===== src/rtl/attr_port_pkg.sv =====
package attr_port_pkg;

  // Strobes passed from the port control to the register datapath
  typedef struct packed {
    logic idxLoad;   // write taken as an index
    logic dataLoad;  // write taken as data
    logic dataRead;  // read of the indexed register
    logic anyRead;   // any read strobe (updates the read register)
    logic phaseClr;  // status read: force the index phase
  } portStrobe_t;

endpackage


===== src/rtl/attr_port_ctrl.sv =====
module attr_port_ctrl
  import attr_port_pkg::*;
#(
  parameter int ADDR_W    = 2,
  parameter int IDX_W     = 5,
  parameter int WR_ADDR   = 0,
  parameter int RD_ADDR   = 1,
  parameter int STAT_ADDR = 2
) (
  input  logic              clk,
  input  logic              rst,
  input  logic [ADDR_W-1:0] busAddr,
  input  logic              wrEn,
  input  logic              rdEn,
  input  logic [IDX_W:0]    idxByte,
  output portStrobe_t       strb,
  output logic [IDX_W-1:0]  curIdx,
  output logic              palSrc,
  output logic              dataPhase
);

  logic wrHit, rdHit, statHit;

  always_comb begin
    wrHit   = (busAddr == ADDR_W'(WR_ADDR));
    rdHit   = (busAddr == ADDR_W'(RD_ADDR));
    statHit = (busAddr == ADDR_W'(STAT_ADDR));
    strb.idxLoad  = wrEn && wrHit && !dataPhase;
    strb.dataLoad = wrEn && wrHit && dataPhase;
    strb.dataRead = rdEn && rdHit;
    strb.anyRead  = rdEn;
    strb.phaseClr = rdEn && statHit;
  end

  always_ff @(posedge clk) begin
    if (rst) begin
      dataPhase <= 1'b0;
      curIdx    <= '0;
      palSrc    <= 1'b0;
    end else if (strb.idxLoad) begin
      curIdx    <= idxByte[IDX_W-1:0];
      palSrc    <= idxByte[IDX_W];
      dataPhase <= 1'b1;
    end else if (strb.dataLoad || strb.phaseClr) begin
      dataPhase <= 1'b0;
    end
  end

endmodule


===== src/rtl/attr_port_regs.sv =====
module attr_port_regs
  import attr_port_pkg::*;
#(
  parameter int DATA_W  = 8,
  parameter int IDX_W   = 5,
  parameter int PAL_N   = 16,
  parameter int PAL_W   = 6,
  parameter int PLANE_W = 4,
  parameter int PAN_W   = 4,
  parameter int CSEL_W  = 4,
  localparam int ATTR_W = $clog2(PAL_N)
) (
  input  logic              clk,
  input  logic              rst,
  input  portStrobe_t       strb,
  input  logic [IDX_W-1:0]  curIdx,
  input  logic              palSrc,
  input  logic [DATA_W-1:0] wrData,
  output logic [DATA_W-1:0] rdData,
  input  logic [ATTR_W-1:0] pixAttr,
  output logic [PAL_W-1:0]  pixColor
);

  localparam int MODE_IDX  = PAL_N;
  localparam int BORD_IDX  = PAL_N + 1;
  localparam int PLANE_IDX = PAL_N + 2;
  localparam int PAN_IDX   = PAL_N + 3;
  localparam int CSEL_IDX  = PAL_N + 4;

  logic [PAL_W-1:0]   palReg [PAL_N];
  logic [DATA_W-1:0]  modeReg, bordReg;
  logic [PLANE_W-1:0] planeReg;
  logic [PAN_W-1:0]   panReg;
  logic [CSEL_W-1:0]  cselReg;
  logic [DATA_W-1:0]  selVal;
  logic               palWrOk;

  assign palWrOk = strb.dataLoad && !palSrc;

  // One register per palette entry, each with its own write decode
  for (genvar k = 0; k < PAL_N; k++) begin : g_pal
    always_ff @(posedge clk) begin
      if (rst) begin
        palReg[k] <= '0;
      end else if (palWrOk && (int'(curIdx) == k)) begin
        palReg[k] <= wrData[PAL_W-1:0];
      end
    end
  end

  always_ff @(posedge clk) begin
    if (rst) begin
      modeReg  <= '0;
      bordReg  <= '0;
      planeReg <= '0;
      panReg   <= '0;
      cselReg  <= '0;
    end else if (strb.dataLoad) begin
      case (int'(curIdx))
        MODE_IDX:  modeReg  <= wrData;
        BORD_IDX:  bordReg  <= wrData;
        PLANE_IDX: planeReg <= wrData[PLANE_W-1:0];
        PAN_IDX:   panReg   <= wrData[PAN_W-1:0];
        CSEL_IDX:  cselReg  <= wrData[CSEL_W-1:0];
        default:   ;
      endcase
    end
  end

  always_comb begin
    selVal = '0;
    if (int'(curIdx) < PAL_N) begin
      selVal[PAL_W-1:0] = palReg[curIdx[ATTR_W-1:0]];
    end else begin
      case (int'(curIdx))
        MODE_IDX:  selVal = modeReg;
        BORD_IDX:  selVal = bordReg;
        PLANE_IDX: selVal[PLANE_W-1:0] = planeReg;
        PAN_IDX:   selVal[PAN_W-1:0]   = panReg;
        CSEL_IDX:  selVal[CSEL_W-1:0]  = cselReg;
        default:   selVal = '0;
      endcase
    end
  end

  always_ff @(posedge clk) begin
    if (rst) begin
      rdData <= '0;
    end else if (strb.anyRead) begin
      rdData <= strb.dataRead ? selVal : '0;
    end
  end

  assign pixColor = palSrc ? palReg[pixAttr] : '0;

endmodule


===== src/rtl/attr_port.sv =====
module attr_port
  import attr_port_pkg::*;
#(
  parameter int ADDR_W    = 2,
  parameter int DATA_W    = 8,
  parameter int IDX_W     = 5,
  parameter int PAL_N     = 16,
  parameter int PAL_W     = 6,
  parameter int PLANE_W   = 4,
  parameter int PAN_W     = 4,
  parameter int CSEL_W    = 4,
  parameter int WR_ADDR   = 0,
  parameter int RD_ADDR   = 1,
  parameter int STAT_ADDR = 2,
  localparam int ATTR_W   = $clog2(PAL_N)
) (
  input  logic              clk,
  input  logic              rst,
  input  logic [ADDR_W-1:0] busAddr,
  input  logic              wrEn,
  input  logic              rdEn,
  input  logic [DATA_W-1:0] wrData,
  output logic [DATA_W-1:0] rdData,
  output logic [IDX_W-1:0]  curIdx,
  output logic              palSrc,
  input  logic [ATTR_W-1:0] pixAttr,
  output logic [PAL_W-1:0]  pixColor
);

  portStrobe_t strb;
  logic        dataPhase;

  attr_port_ctrl #(
    .ADDR_W(ADDR_W), .IDX_W(IDX_W),
    .WR_ADDR(WR_ADDR), .RD_ADDR(RD_ADDR), .STAT_ADDR(STAT_ADDR)
  ) u_ctrl (
    .clk(clk), .rst(rst), .busAddr(busAddr), .wrEn(wrEn), .rdEn(rdEn),
    .idxByte(wrData[IDX_W:0]), .strb(strb), .curIdx(curIdx),
    .palSrc(palSrc), .dataPhase(dataPhase)
  );

  attr_port_regs #(
    .DATA_W(DATA_W), .IDX_W(IDX_W), .PAL_N(PAL_N), .PAL_W(PAL_W),
    .PLANE_W(PLANE_W), .PAN_W(PAN_W), .CSEL_W(CSEL_W)
  ) u_regs (
    .clk(clk), .rst(rst), .strb(strb), .curIdx(curIdx), .palSrc(palSrc),
    .wrData(wrData), .rdData(rdData), .pixAttr(pixAttr), .pixColor(pixColor)
  );

endmodule


===== config.mk =====
export PLATFORM = sky130hd
export DESIGN_NAME = attr_port
export DESIGN_NICKNAME = d
export VERILOG_FILES = /design/src/rtl/attr_port_pkg.sv /design/src/rtl/attr_port_ctrl.sv /design/src/rtl/attr_port_regs.sv /design/src/rtl/attr_port.sv
export SDC_FILE = /design/constraint.sdc
export NUM_CORES = 1
export LEC_CHECK = 0
export ABC_CLOCK_PERIOD_IN_PS = 2150
export BUFFER_PORTS_ARGS = -buffer_cell sky130_fd_sc_hd__buf_2
export CELL_PAD_IN_SITES_DETAIL_PLACEMENT = 1
export CELL_PAD_IN_SITES_GLOBAL_PLACEMENT = 2
export CORE_MARGIN = 10
export CORE_UTILIZATION = 43
export DETAILED_ROUTE_END_ITERATION = 10
export PLACE_DENSITY_LB_ADDON = 0.1
export SYNTH_ARGS = -nofsm -noshare
export SYNTH_HDL_FRONTEND = slang
export SYNTH_SLANG_ARGS = --single-unit

===== constraint.sdc =====
create_clock -name clk -period 2.15 [get_ports clk]
set_clock_uncertainty 0.2 [all_clocks]
set_input_delay 0.1075 -clock clk [delete_from_list [all_inputs] [get_ports clk]]
set_output_delay 0.1075 -clock clk [all_outputs]
set_load 0.01 [all_outputs]

== Word level (Yosys, flattened, before mapping) ==
Memories as Yosys holds them, arrays and structs flattened. A register that Yosys moved wholly into a read port is not among the register bits.
Cells that the tools add are included.

* Add/sub/neg operators: 0
* Multipliers: 0
* Div/mod/pow operators: 0
* Order comparisons: 1
* Equal/unequal tests: 22
* Shift operators: 0
* Mux-type cells: 76
* Bitwise logic cells: 16
* Reduce and logical (&&, ||, !) cells: 33

{| class="wikitable"
|+ Operators with widths
! cell !! number
|-
| $mux 6 || 18
|-
| $eq 5x5->1 const B || 13
|-
| $mux 1 || 52
|-
| $logic_and 1x1->1 || 22
|-
| $eq 5x4->1 const B || 4
|-
| $pmux 4 s5 || 1
|-
| $or 1x1->1 || 16
|-
| $eq 5x3->1 const B || 2
|-
| $reduce_and 2->1 || 5
|-
| $mux 4 || 2
|-
| $mux 8 || 1
|-
| $pmux 4 s2 || 1
|-
| $eq 5x2->1 const B || 1
|-
| $logic_not 5->1 || 1
|-
| $lt 5x5->1 const B || 1
|-
| $eq 2x1->1 const B || 1
|-
| $eq 2x2->1 const B || 1
|-
| $logic_not 1->1 || 2
|-
| $logic_not 2->1 || 1
|-
| $mux 2 || 1
|-
| $reduce_bool 2->1 || 1
|-
| $logic_or 1x1->1 || 1
|}

* Register bits after elaboration: 43
* Latch bits: 0
* RAM bits: 96
* ROM bits: 0
* Output and inout port bits: 20
* Word-level logic and storage cells: 158
* Memories kept: 1

{| class="wikitable"
|+ Memories
! memory !! depth !! bits a word !! read ports !! clocked after Yosys merged registers in !! write ports !! line !! text
|-
| u_regs.palReg || 16 || 6 || 2 || 1 || 16 || attr_port_regs.sv:30 || <nowiki>logic [PAL_W-1:0] palReg [PAL_N];</nowiki>
|}

== Logic depth before layout (Yosys ltp) ==
Gate-level depths: netlist (run 1).

* Word-level depth: 9
* Mapped depth: 7
* Depth with buffers taken out: 5

== By module ==
Synthesis (run 1) repeated with hierarchy kept, for this count alone.

* Cell total of the unflattened synthesis: 603
* Area, all modules: 7278.2 sq um

{| class="wikitable"
|+ Modules (own cells, without submodules)
! module !! times used !! cells each !! area each (sq um) !! seq. area each (sq um)
|-
| attr_port_regs || 1 || 572 || 6965.4 || 3603.5
|-
| attr_port_ctrl || 1 || 31 || 312.8 || 140.1
|}

== Least setup slack after synthesis (run 1) ==
No wires, ideal clock.

* Path kind: register -> register
* Start point: register u_ctrl.dataPhase
* End point: memory u_regs.palReg[10][0] (enable)
* Library setup time: 0.360 ns
* Arrival: 1.370 ns
* Setup slack: 0.221 ns
* Cell stages (with the launch flop): 5
* Period minus slack after synthesis: 1.929 ns
* Cells stage by stage: dfxtp_1 > nand4bb_1 > nor3_2 > nand2_1 > o21bai_1

{| class="wikitable"
|+ RTL lines
! item !! line !! text
|-
| start: declaration || attr_port_ctrl.sv:19 || <nowiki>output logic dataPhase</nowiki>
|-
| start signal: assignment || attr_port_ctrl.sv:37 || <nowiki>dataPhase <= 1'b0;</nowiki>
|-
| start signal: assignment || attr_port_ctrl.sv:43 || <nowiki>dataPhase <= 1'b1;</nowiki>
|-
| start signal: assignment || attr_port_ctrl.sv:45 || <nowiki>dataPhase <= 1'b0;</nowiki>
|-
| end: declaration || attr_port_regs.sv:30 ||
|}

==> results.md, run 1 <==
- DRT Wirelength: 22.5 mm
- Failing checks: negative setup slack
- Psw: 0.00154 W
- Hold Path Origin: wrData[3]
- Power Dens Cells: 711 nW/µm²
- Antenna violations before repair: 0
- Clock sink count: 143
- Multi-input gate area: 3420 µm²
- Critical-path top delay cell: mux4_2
- Status: complete, but fails checks
- H-tree depth: 4
- LEAKAGE: 3.36 nW
- Flop-to-flop setup slack: 0.03 ns
- # DRC: 0
- CP endpoint kind: output pin
- RSZ-0062 raised after global routing: true
- Final Cycle Share: 1.01
- Final hold violations: 0
- Slew @ Worst Pin: 0.776 ns
- Reg2Reg Depth: 5
- Critical path launch point type: flip-flop
- Min cycle time layout: 2.17 ns
- Vias: 5,192
- Syn avg cell area: 12.8 µm²
- Seq cells post-synth: around 140
- # nets final: 675
- Routability cong.: between 0.8 and 0.9
- Post-DP HPWL: about 17 mm
- Top-Level Pins: 38
- Synthesis-to-finish area growth: 18.9%
- Cell variety after synth: 50
- Worst slack, placed: -0.155 ns
- Synthesized cell area: 7390 µm²
- Worst-path cell chain: mux4_2 -> mux2i_1 -> o22ai_1 -> buf_2
- Largest net degree at the start of global routing: 28
- Post-synth EDFFs: 96
- Diodes inserted: 0
- Total grt overflow: 0
- Design Power: ~0.0062 W
- Dpl cells: 850
- Storage cell area: 3830 µm²
- Worst Setup Path Type: reg2out
- HP Class: in2reg
- Final setup vio count: 1
- Hold Path Sink: u_regs.panReg[3]
- Rows: 47
- Synthesized Nets: 596
- Die X: 151 µm
- Clock slew at reported path FFs: 0.06 ns
- CTS buffer count: 17
- Die height: 151 µm
- Drt initial violations: between 400 and 500
- Max FO, Critical Path: 2
- Comb power frac: 0.083
- DR WL/cell: 25.2 µm
- Internal: 0.00470 W
- Layout cells sized above 1: 0.284
- Vias in the first global route: roughly 5,400
- Hold Path Stages: 3
- Clock share of power: 0.426
- First-pass GRT wire length: 33.9 mm
- Slew HR: 0.480
- CTS root buf: clkbuf_16
- CTS max path bufs: 2
- Fill cell count: 1,737
- Vias per Instance: 5.83
- Seq/Total Area, Yosys: 0.517
- TritonCTS clock tree: built
- CP max stage delay: 0.52 ns
- Worst skew pair latency: about 0.43 ns
- Port Buf Inserts: 37
- Asr flop ratio synth: 0
- Final cell count without fillers: 890
- Pins Over Slew Limit: 0
- Core box area: roughly 17,000 µm²
- Synth Warn #: 0
- Critical path required time: 1.84 ns
- Max Cap Violations: 0
- Syn Inst Count: 578
- Final antenna-violating net count: 0
- Maximum vdd drop: 0.000561 V
- Global-route usage over all layers: 0.204
- Arr. time, crit path: between 1.5 and 2 ns
- Switching share of power: 0.247
- Reg2reg end: u_regs.rdData[1]
- Initial cell density of the core: 0.443
- Max Clk Rate: 461 MHz
- Full die area: about 23,000 µm²
- Fin Setup TNS: -0.0177 ns
- Router iterations before antenna repair: 5
- Ys flop type: edfxtp_1
- Seq pwr share: 0.491
- Final worst slack: -0.0177 ns
worst max-delay path, delay by kind of cell (launching register included):
family | cells | cell delay, ns
AOI/OAI and AO/OA | 1 | 0.11
DFF | 1 | 0.43
muxes | 2 | 0.74
buffers and inverters | 1 | 0.16
metal layers:
layer / part of all wire / GRT usage / up-vias
li1: - / - / 2317
met1: 0.42 / 0.263 / 2603
met2: 0.49 / 0.336 / 230
met3: 0.065 / 0.0409 / 42
met4: 0.022 / 0.0712 / 0
met5: 0 / 0 / -
cell usage in the layout, fill, tap and decap left out, drive strengths merged, types with 3 or more instances in the layout:
cell type,count
dlygate4sd3,7
nand2b,6
mux2i,72
dfxtp,47
or3,6
nor2b,7
mux2,4
nand2,15
o21bai,17
buf,90
clkbuf,19
clkinv,6
a221oi,4
o21ai,10
o31ai,4
nor3b,4
and2,96
edfxtp,96
a21oi,5
nor3,3
nor2,64
mux4,38
or2,4
clkinvlp,5
o22ai,14
power groups by stage:
stage,registers [W],clock network [W],logic (W)
4_1_cts,0.00306,0.00270,0.000511
2_1_floorplan,0.00309,0,0.000306
5_1_grt,0.00307,0.00282,0.000552
3_5_place_dp,0.00312,0,0.000499
6_report,0.00307,0.00266,0.000516
3_3_place_gp,0.00312,0,0.000489
worst max-delay path by stage:
stage                                 endpoint  cells past startpoint            startpoint
after global placement        u_regs.rdData[0]                      4             flip-flop
after floorplan           u_regs.palReg[10][0]                      4      u_ctrl.dataPhase
final                              pixColor[4]                      4  u_regs.palReg[15][4]
after CTS                          pixColor[1]                      4  u_regs.palReg[12][1]
after global routing               pixColor[1]                      4  u_regs.palReg[12][1]
after detailed placement      u_regs.rdData[0]                      4             flip-flop
final cells by class:
| cell class | instances | share of cell area |
|---|---|---|
| sequential | 143 | 0.436 |
| multi-input combinational | 398 | 0.389 |
| timing repair buffer | 97 | 0.0843 |
| clock buffer | 19 | 0.0493 |
| tap | 220 | 0.0313 |
| clock inverter | 13 | 0.0105 |
per-stage QoR:
step,instance area (µm²),utilization,hold WS (ns)
2_1_floorplan,7390,-,0.0514
3_3_place_gp,8100,0.485,0.153
5_1_grt,8790,0.526,0.0259
4_1_cts,8700,0.521,0.00227
6_report,8790,0.526,0.00890
3_5_place_dp,8100,0.485,0.168
synthesized netlist by cell type, types with 3 or more instances:
library cell,number,area (µm²)
o22ai_1,14,87.6
nor2_1,58,218
a221oi_1,4,35.0
mux2_2,4,45.0
o31ai_1,4,30.0
buf_2,6,30.0
buf_1,3,11.3
o21bai_1,17,128
clkbuf_8,4,55.1
or3_1,6,37.5
nor3b_1,4,30.0
nor2b_1,7,43.8
nor2_2,6,37.5
dfxtp_1,47,941
mux2i_1,72,721
mux4_2,35,788
mux4_1,3,78.8
and2_1,96,601
o21ai_0,9,45.0
buf_4,4,30.0
edfxtp_1,96,2880
nand2b_1,5,31.3
or2_2,4,25.0
a21oi_1,5,25.0
nand2_1,14,52.6
buf_6,4,45.0
clkbuf_1,16,60.1
cell families (layout without fill, tap and decap cells):
logic type,Yosys count,count (layout),synth area share
compound gates,64,64,0.0596
buf+inv,37,129,0.0313
flops,143,143,0.517
mux,114,114,0.221
simple gates,220,220,0.171
what timing repair did:
action                                  4_1_cts  5_1_grt
pin swaps                                     0        1
setup buffers                                 0        1
endpoints found under the hold margin        21        0
gates resized for setup                       1       15
endpoints found under the setup margin        3      170
hold buffers                                  7        0
sequential cells by signal, indices dropped and copies added (netlist names), named ones only:
register	cells
u_regs.rdData	8
u_regs.bordReg	8
u_regs.palReg	96
u_ctrl.dataPhase	1
u_ctrl.palSrc	1
u_regs.cselReg	4
u_regs.modeReg	8
u_regs.planeReg	4
u_ctrl.curIdx	5
u_regs.panReg	4
(Power assumes the default switching activity.)
==> run 2: changes to the inputs <==
--- a/config.mk
+++ b/config.mk
@@ -13,6 +13,8 @@
 export CORE_UTILIZATION = 43
 export DETAILED_ROUTE_END_ITERATION = 10
 export PLACE_DENSITY_LB_ADDON = 0.1
+export RECOVER_POWER = 100
+export SLEW_MARGIN = 40
 export SYNTH_ARGS = -nofsm -noshare
 export SYNTH_HDL_FRONTEND = slang
 export SYNTH_SLANG_ARGS = --single-unit
==> run 2 against run 1 <==
Against the previous run: the run still ends with negative setup slack left; clock power about the same; non-clock buffer count did not move; design area shrank 1.6%; combinational power decreased by 3%; power decreased by 0.28%; utilization decreased by 0.82 points; via count fell by 0.56%; worst setup slack improved by 0.014 ns; critical endpoint is now pixColor[1]; largest cell class unchanged; largest power group unchanged.
==> results.md, run 2 (synthesis results as in run 1) <==
- Final hold violations: 0 (unchanged)
- CP max stage delay: 0.53 ns (was 0.52 ns)
- Total grt overflow: 0 (unchanged)
- Min cycle time layout: 2.15 ns (was 2.17 ns)
- # DRC: 0 (unchanged)
- First-pass GRT wire length: 33.9 mm (unchanged)
- Global-route usage over all layers: 0.204 (unchanged)
- Vias per Instance: 5.80 (was 5.83)
- Worst Setup Path Type: reg2out (unchanged)
- Vias in the first global route: 5,396 (unchanged)
- Most flops, register: u_regs.palReg (unchanged)
- Vias: 5,163 (was 5,192)
- Die X: 151 µm (unchanged)
- Routability cong.: 0.856 (unchanged)
- Diodes inserted: 0 (unchanged)
- Critical-path top delay cell: mux4_2 (unchanged)
- CTS root buf: clkbuf_16 (unchanged)
- Port Buf Inserts: 37 (unchanged)
- CP endpoint kind: output pin (unchanged)
- Final worst slack: -0.00353 ns (was -0.0177 ns)
- Worst skew pair latency: 0.42 ns (was 0.43 ns)
- Final Cycle Share: 1.00 (was 1.01)
- Post-DP HPWL: 16.6 mm (unchanged)
- # nets final: 675 (unchanged)
- Worst-path cell chain: mux4_2 -> mux2i_1 -> o22ai_2 -> buf_2 (was mux4_2 -> mux2i_1 -> o22ai_1 -> buf_2)
- RSZ-0062 raised after global routing: true (unchanged)
- LEAKAGE: 3.22 nW (was 3.36 nW)
- Drt initial violations: 417 (was 433)
- DRT Wirelength: 22.5 mm (about the same)
- Rows: 47 (unchanged)
- Maximum vdd drop: 0.000558 V (was 0.000561 V)
- Top-Level Pins: 38 (unchanged)
- HP Class: in2reg (unchanged)
- Fill cell count: 1,760 (was 1,737)
- Synthesis-to-finish area growth: 17.0% (was 18.9%)
- Final setup vio count: 1 (unchanged)
- Layout cells sized above 1: 0.242 (was 0.284)
- Power Dens Cells: 720 nW/µm² (was 711 nW/µm²)
- Clock slew at reported path FFs: 0.06 ns (about the same)
- Fin Setup TNS: -0.00353 ns (was -0.0177 ns)
- Antenna violations before repair: 0 (unchanged)
- Critical path launch point type: flip-flop (unchanged)
- Initial cell density of the core: 0.443 (unchanged)
- Largest net degree at the start of global routing: 28 (unchanged)
- Max reg flops: 96 (unchanged)
- Full die area: 22,800 µm² (unchanged)
- Slew @ Worst Pin: 0.772 ns (was 0.776 ns)
- Core box area: 16,700 µm² (unchanged)
- Router iterations before antenna repair: 5 (unchanged)
- Arr. time, crit path: 1.85 ns (was 1.86 ns)
- Failing checks: negative setup slack (unchanged)
- Final Util: 0.518 (was 0.526)
- Pins Over Slew Limit: 0 (unchanged)
- Commonest non-fill, non-tap cell in the layout: edfxtp_1
- Most frequent cells in the layout: 96 x edfxtp_1, 71 x mux2i_1, 62 x nor2_1 (was 96 x and2_1, 96 x edfxtp_1, 71 x mux2i_1)
- Critical path required time: 1.84 ns (about the same)
- Cell family with most CP delay: multiplexers (unchanged)
- H-tree depth: 4 (unchanged)
- Worst path bufs/invs: 1 (unchanged)
- CTS buffer count: 17 (unchanged)
- Max FO, Critical Path: 2 (unchanged)
- Die height: 151 µm (unchanged)
- Final antenna-violating net count: 0 (unchanged)
- DR WL/cell: 25.2 µm (about the same)
- TritonCTS clock tree: built (unchanged)
- Max Clk Rate: 464 MHz (was 461 MHz)
- Clock sink count: 143 (unchanged)
- Slew HR: 0.484 (was 0.480)
- Status: complete, but fails checks (unchanged)
- Max Cap Violations: 0 (unchanged)
- CTS max path bufs: 2 (unchanged)
[run 2: repair_timing]
| action | 4_1_cts | 5_1_grt |
|---|---|---|
| setup endpoints to repair | 3 | 170 |
| buffers inserted | 0 | 1 |
| gates resized for setup | 1 | 15 |
| hold buffers | 7 | 0 |
| pin swaps | 0 | 1 |
| endpoints found under the hold margin | 21 | 0 |
[run 2: final timing paths]
| path | start | end | slack, ns | depth (start not counted) |
|---|---|---|---|---|
| hold reg to reg | u_regs.rdData[5] | u_regs.rdData[5] | 0.27 | 2 |
| setup reg to reg | flip-flop | u_regs.rdData[1] | 0.03 | 5 |
| setup / recovery | u_regs.palReg[12][1] | pixColor[1] | -0.004 | 4 |
| hold / removal | wrData[5] | u_regs.bordReg[5] | 0.01 | 3 |
[run 2: layer usage]
layer	vias to the layer above	GRT usage	wire length (µm)	share of wire
li1	2320	-	-	-
met1	2586	0.263	9410	0.42
met3	42	0.0409	1560	0.069
met2	215	0.336	11000	0.49
met4	0	0.0712	463	0.021
met5	-	0	0	0
[run 2: layout make-up]
class                      instances  area (µm²)  share of cell area
clock buffer                      19         433              0.0501
clock inverter                    13        92.6              0.0107
multi-input combinational        398        3390               0.392
sequential                       143        3830               0.443
tap                              220         275              0.0318
timing repair buffer              97         631              0.0729
[run 2: stage by stage]
stage / setup slack, ns / instances / total power (W) / hold WS, ns / cell area (µm²)
finish: -0.00353 / 890 / 0.00623 / 0.0121 / 8650
global route: -0.0461 / 890 / 0.00643 / 0.0280 / 8650
CTS: -0.0179 / 889 / 0.00628 / 0.00227 / 8700
detailed placement: -0.155 / 850 / 0.00362 / 0.168 / 8100
global placement: -0.192 / 850 / 0.00361 / 0.153 / 8100
floorplan: 0.221 / 578 / 0.00339 / 0.0514 / 7390
[run 2: where the power goes]
part           switching (W)  leakage, nW  internal [W]
Sequential         0.0000665         1.37       0.00300
Combinational       0.000282         1.61      0.000218
Clock                0.00119        0.243       0.00147
[run 2: worst reg2reg max path: cells and delay by family (launching register included)]
kind	cells	cell delay (ns)
AND/OR/NAND/NOR	2	0.60
flip-flops	1	0.56
AO/OA/AOI/OAI	2	0.41
buffers and inverters	1	0.22
==> run 3: changes to the inputs <==
--- a/config.mk
+++ b/config.mk
@@ -7,13 +7,12 @@
 export LEC_CHECK = 0
 export ABC_CLOCK_PERIOD_IN_PS = 2150
 export BUFFER_PORTS_ARGS = -buffer_cell sky130_fd_sc_hd__buf_2
-export CELL_PAD_IN_SITES_DETAIL_PLACEMENT = 1
-export CELL_PAD_IN_SITES_GLOBAL_PLACEMENT = 2
 export CORE_MARGIN = 10
-export CORE_UTILIZATION = 43
+export CORE_UTILIZATION = 62
 export DETAILED_ROUTE_END_ITERATION = 10
-export PLACE_DENSITY_LB_ADDON = 0.1
+export PLACE_DENSITY = 0.81
 export RECOVER_POWER = 100
+export SETUP_SLACK_MARGIN = 0.15
 export SLEW_MARGIN = 40
 export SYNTH_ARGS = -nofsm -noshare
 export SYNTH_HDL_FRONTEND = slang
==> run 3 against run 2 <==
Against the previous run: the run now ends clean; clock power rose by 6%; worst setup slack better by 0.0069 ns; power rose by 2.2%; critical endpoint is now u_regs.rdData[3].
==> results.md, run 3 (synthesis results as in run 1) <==
- Min cycle time layout: 2.15 ns (about the same)
- TritonCTS clock tree: built (unchanged)
- CTS root buf: clkbuf_16 (unchanged)
- Cell family with most CP delay: simple AND/OR/NAND/NOR gates (was multiplexers)
- Storage cell area: 3830 µm² (about the same)
- First-pass GRT wire length: 29.2 mm (was 33.9 mm)
- Final Cycle Share: 0.998 (was 1.00)
- LEAKAGE: 3.25 nW (was 3.22 nW)
- Vias: 5,297 (was 5,163)
- Max reg flops: 96 (unchanged)
- Port Buf Inserts: 37 (unchanged)
- CTS max path bufs: 2 (unchanged)
- Core box area: 11,600 µm² (was 16,700 µm²)
- Critical path required time: 2.29 ns (was 1.84 ns)
- Maximum vdd drop: 0.000618 V (was 0.000558 V)
- CP max stage delay: 0.44 ns (was 0.53 ns)
- HP Class: in2reg (unchanged)
- Most flops, register: u_regs.palReg (unchanged)
- Max FO, Critical Path: 9 (was 2)
- CP endpoint kind: flip-flop (was output pin)
- Initial cell density of the core: 0.639 (was 0.443)
- # DRC: 0 (unchanged)
- Router iterations before antenna repair: 6 (was 5)
- Rows: 39 (was 47)
- Post-route cell area: 8580 µm² (was 8650 µm²)
- # nets final: 674 (was 675)
- Most frequent cells in the layout: 96 x edfxtp_1, 72 x mux2i_1, 56 x nor2_1 (was 96 x edfxtp_1, 71 x mux2i_1, 62 x nor2_1)
- Diodes inserted: 0 (unchanged)
- RSZ-0062 raised after global routing: true (unchanged)
- Vias per Instance: 6.52 (was 5.80)
- Reg2Reg Launch Point: u_ctrl.curIdx[4]
- Fin Setup TNS: 0 ns (was -0.00353 ns)
- Slew HR: 0.578 (was 0.484)
- Setup crit start: u_ctrl.curIdx[4] (was u_regs.palReg[12][1])
- Final hold violations: 0 (unchanged)
- H-tree depth: 4 (unchanged)
- Power Dens Cells: 741 nW/µm² (was 720 nW/µm²)
- Hold WS: 0.0141 ns (was 0.0121 ns)
- Fill cell count: 724 (was 1,760)
- Commonest non-fill, non-tap cell in the layout: edfxtp_1 (unchanged)
- Top-Level Pins: 38 (unchanged)
- Post-DP HPWL: 13.6 mm (was 16.6 mm)
- Reg2reg end: u_regs.rdData[3] (was u_regs.rdData[1])
- Total grt overflow: 0 (unchanged)
- Critical-path top delay cell: or3_1 (was mux4_2)
- Worst skew pair latency: 0.42 ns (about the same)
- CP Depth: 5 (was 4)
- Vias in the first global route: 5,219 (was 5,396)
- Worst Setup Path Type: reg2reg (was reg2out)
- Worst path bufs/invs: 1 (unchanged)
- Final antenna-violating net count: 0 (unchanged)
- Slew @ Worst Pin: 0.631 ns (was 0.772 ns)
- Clock sink count: 143 (unchanged)
- Drt initial violations: 648 (was 417)
- CTS buffer count: 17 (unchanged)
- Pins Over Slew Limit: 0 (unchanged)
- Arr. time, crit path: 2.28 ns (was 1.85 ns)
- Final Util: 0.742 (was 0.518)
- Global-route usage over all layers: 0.234 (was 0.204)
- Placed Area: 7830 µm² (was 8100 µm²)
- DRT Wirelength: 19.1 mm (was 22.5 mm)
- Synthesis-to-finish area growth: 16.1% (was 17.0%)
- Design Power: 0.00636 W (was 0.00623 W)
- Clock slew at reported path FFs: 0.06 ns (about the same)
- Reg2Reg Depth: 5 (unchanged)
- Critical path launch point type: flip-flop (unchanged)
- Max Clk Rate: 466 MHz (was 464 MHz)
- Multi-input gate area: 3380 µm² (was 3390 µm²)
- Routability cong.: 0.912 (was 0.856)
- Worst-path cell chain: clkbuf_2 -> nand2b_1 -> a221o_1 -> or3_1 -> o211ai_1 (was mux4_2 -> mux2i_1 -> o22ai_2 -> buf_2)
- Final setup vio count: 0 (was 1)
- Die height: 129 µm (was 151 µm)
- Flop-to-flop setup slack: 0.003 ns (was 0.03 ns)
- Max Cap Violations: 0 (unchanged)
- DR WL/cell: 23.6 µm (was 25.2 µm)
- Largest net degree at the start of global routing: 28 (unchanged)
- Layout cells sized above 1: 0.254 (was 0.242)
- Full die area: 16,700 µm² (was 22,800 µm²)
- Critical path endpoint: u_regs.rdData[3] (was pixColor[1])
- Antenna violations before repair: 0 (unchanged)
- Die X: 129 µm (was 151 µm)
- Status: finished, final reports clean (was complete, but fails checks)
==> run 3: changes by cell type in the layout (fill, tap and decap cells not counted), sizes merged <==
cell / previous run / this run
buf: 52 / 62
bufinv: 0 / 2
clkbuf: 57 / 41
clkinv: 6 / 5
clkinvlp: 5 / 6
dlygate4sd3: 7 / 11
inv: 2 / 1
==> run 3: cell type report <==
class                           count  area share
Clock buffer                       18      0.0500
Clock inverter                     14      0.0168
Multi-Input combinational cell    398       0.394
Sequential cell                   143       0.446
Tap cell                          143      0.0208
Timing Repair Buffer               96      0.0724
==> run 3: metal layers <==
layer  vias to the layer above  GRT usage  routed length [µm]  share of wire
met5                         -          0                   0              0
met4                         0      0.103                 730          0.038
met3                        73     0.0648                1860          0.097
met2                       334      0.385                9180           0.48
met1                      2565      0.284                7350           0.38
li1                       2325          -                   -              -
==> run 3: tightest hold or removal path: stages <==
cell and delay (ns):
buf_2 0.17, buf_4 0.22, nor2_1 0.11
==> run 3: how the worst min path moves through the flow <==
stage / cells after the start / end / start
floorplan: 2 / u_regs.bordReg[0] / wrData[0]
global placement: 3 / u_regs.bordReg[7] / wrData[7]
detailed placement: 3 / u_regs.modeReg[7] / wrData[7]
CTS: 3 / u_regs.bordReg[6] / rst
global route: 3 / u_regs.modeReg[7] / rst
finish: 3 / u_regs.rdData[7] / rst
==> run 3: repair_timing <==
item / CTS / global route
pin swaps: 2 / 3
setup endpoints to repair: 157 / 91
buffers inserted: 5 / 6
hold endpoints to repair: 19 / 0
hold buffers: 11 / 0
gates resized for setup: 17 / 11
==> run 3: metrics by stage <==
step | std cells | setup slack [ns]
2_1_floorplan | 578 | 0.221
3_3_place_gp | 758 | -0.0166
3_5_place_dp | 758 | 0.0353
4_1_cts | 806 | 0.0157
5_1_grt | 812 | -0.0426
6_report | 812 | 0.00335
==> run 3: where the power goes <==
group          switching, W  total, W  internal [W]
clock               0.00112   0.00282       0.00170
sequential        0.0000698   0.00307       0.00300
combinational      0.000258  0.000474      0.000216
total               0.00145   0.00636       0.00491
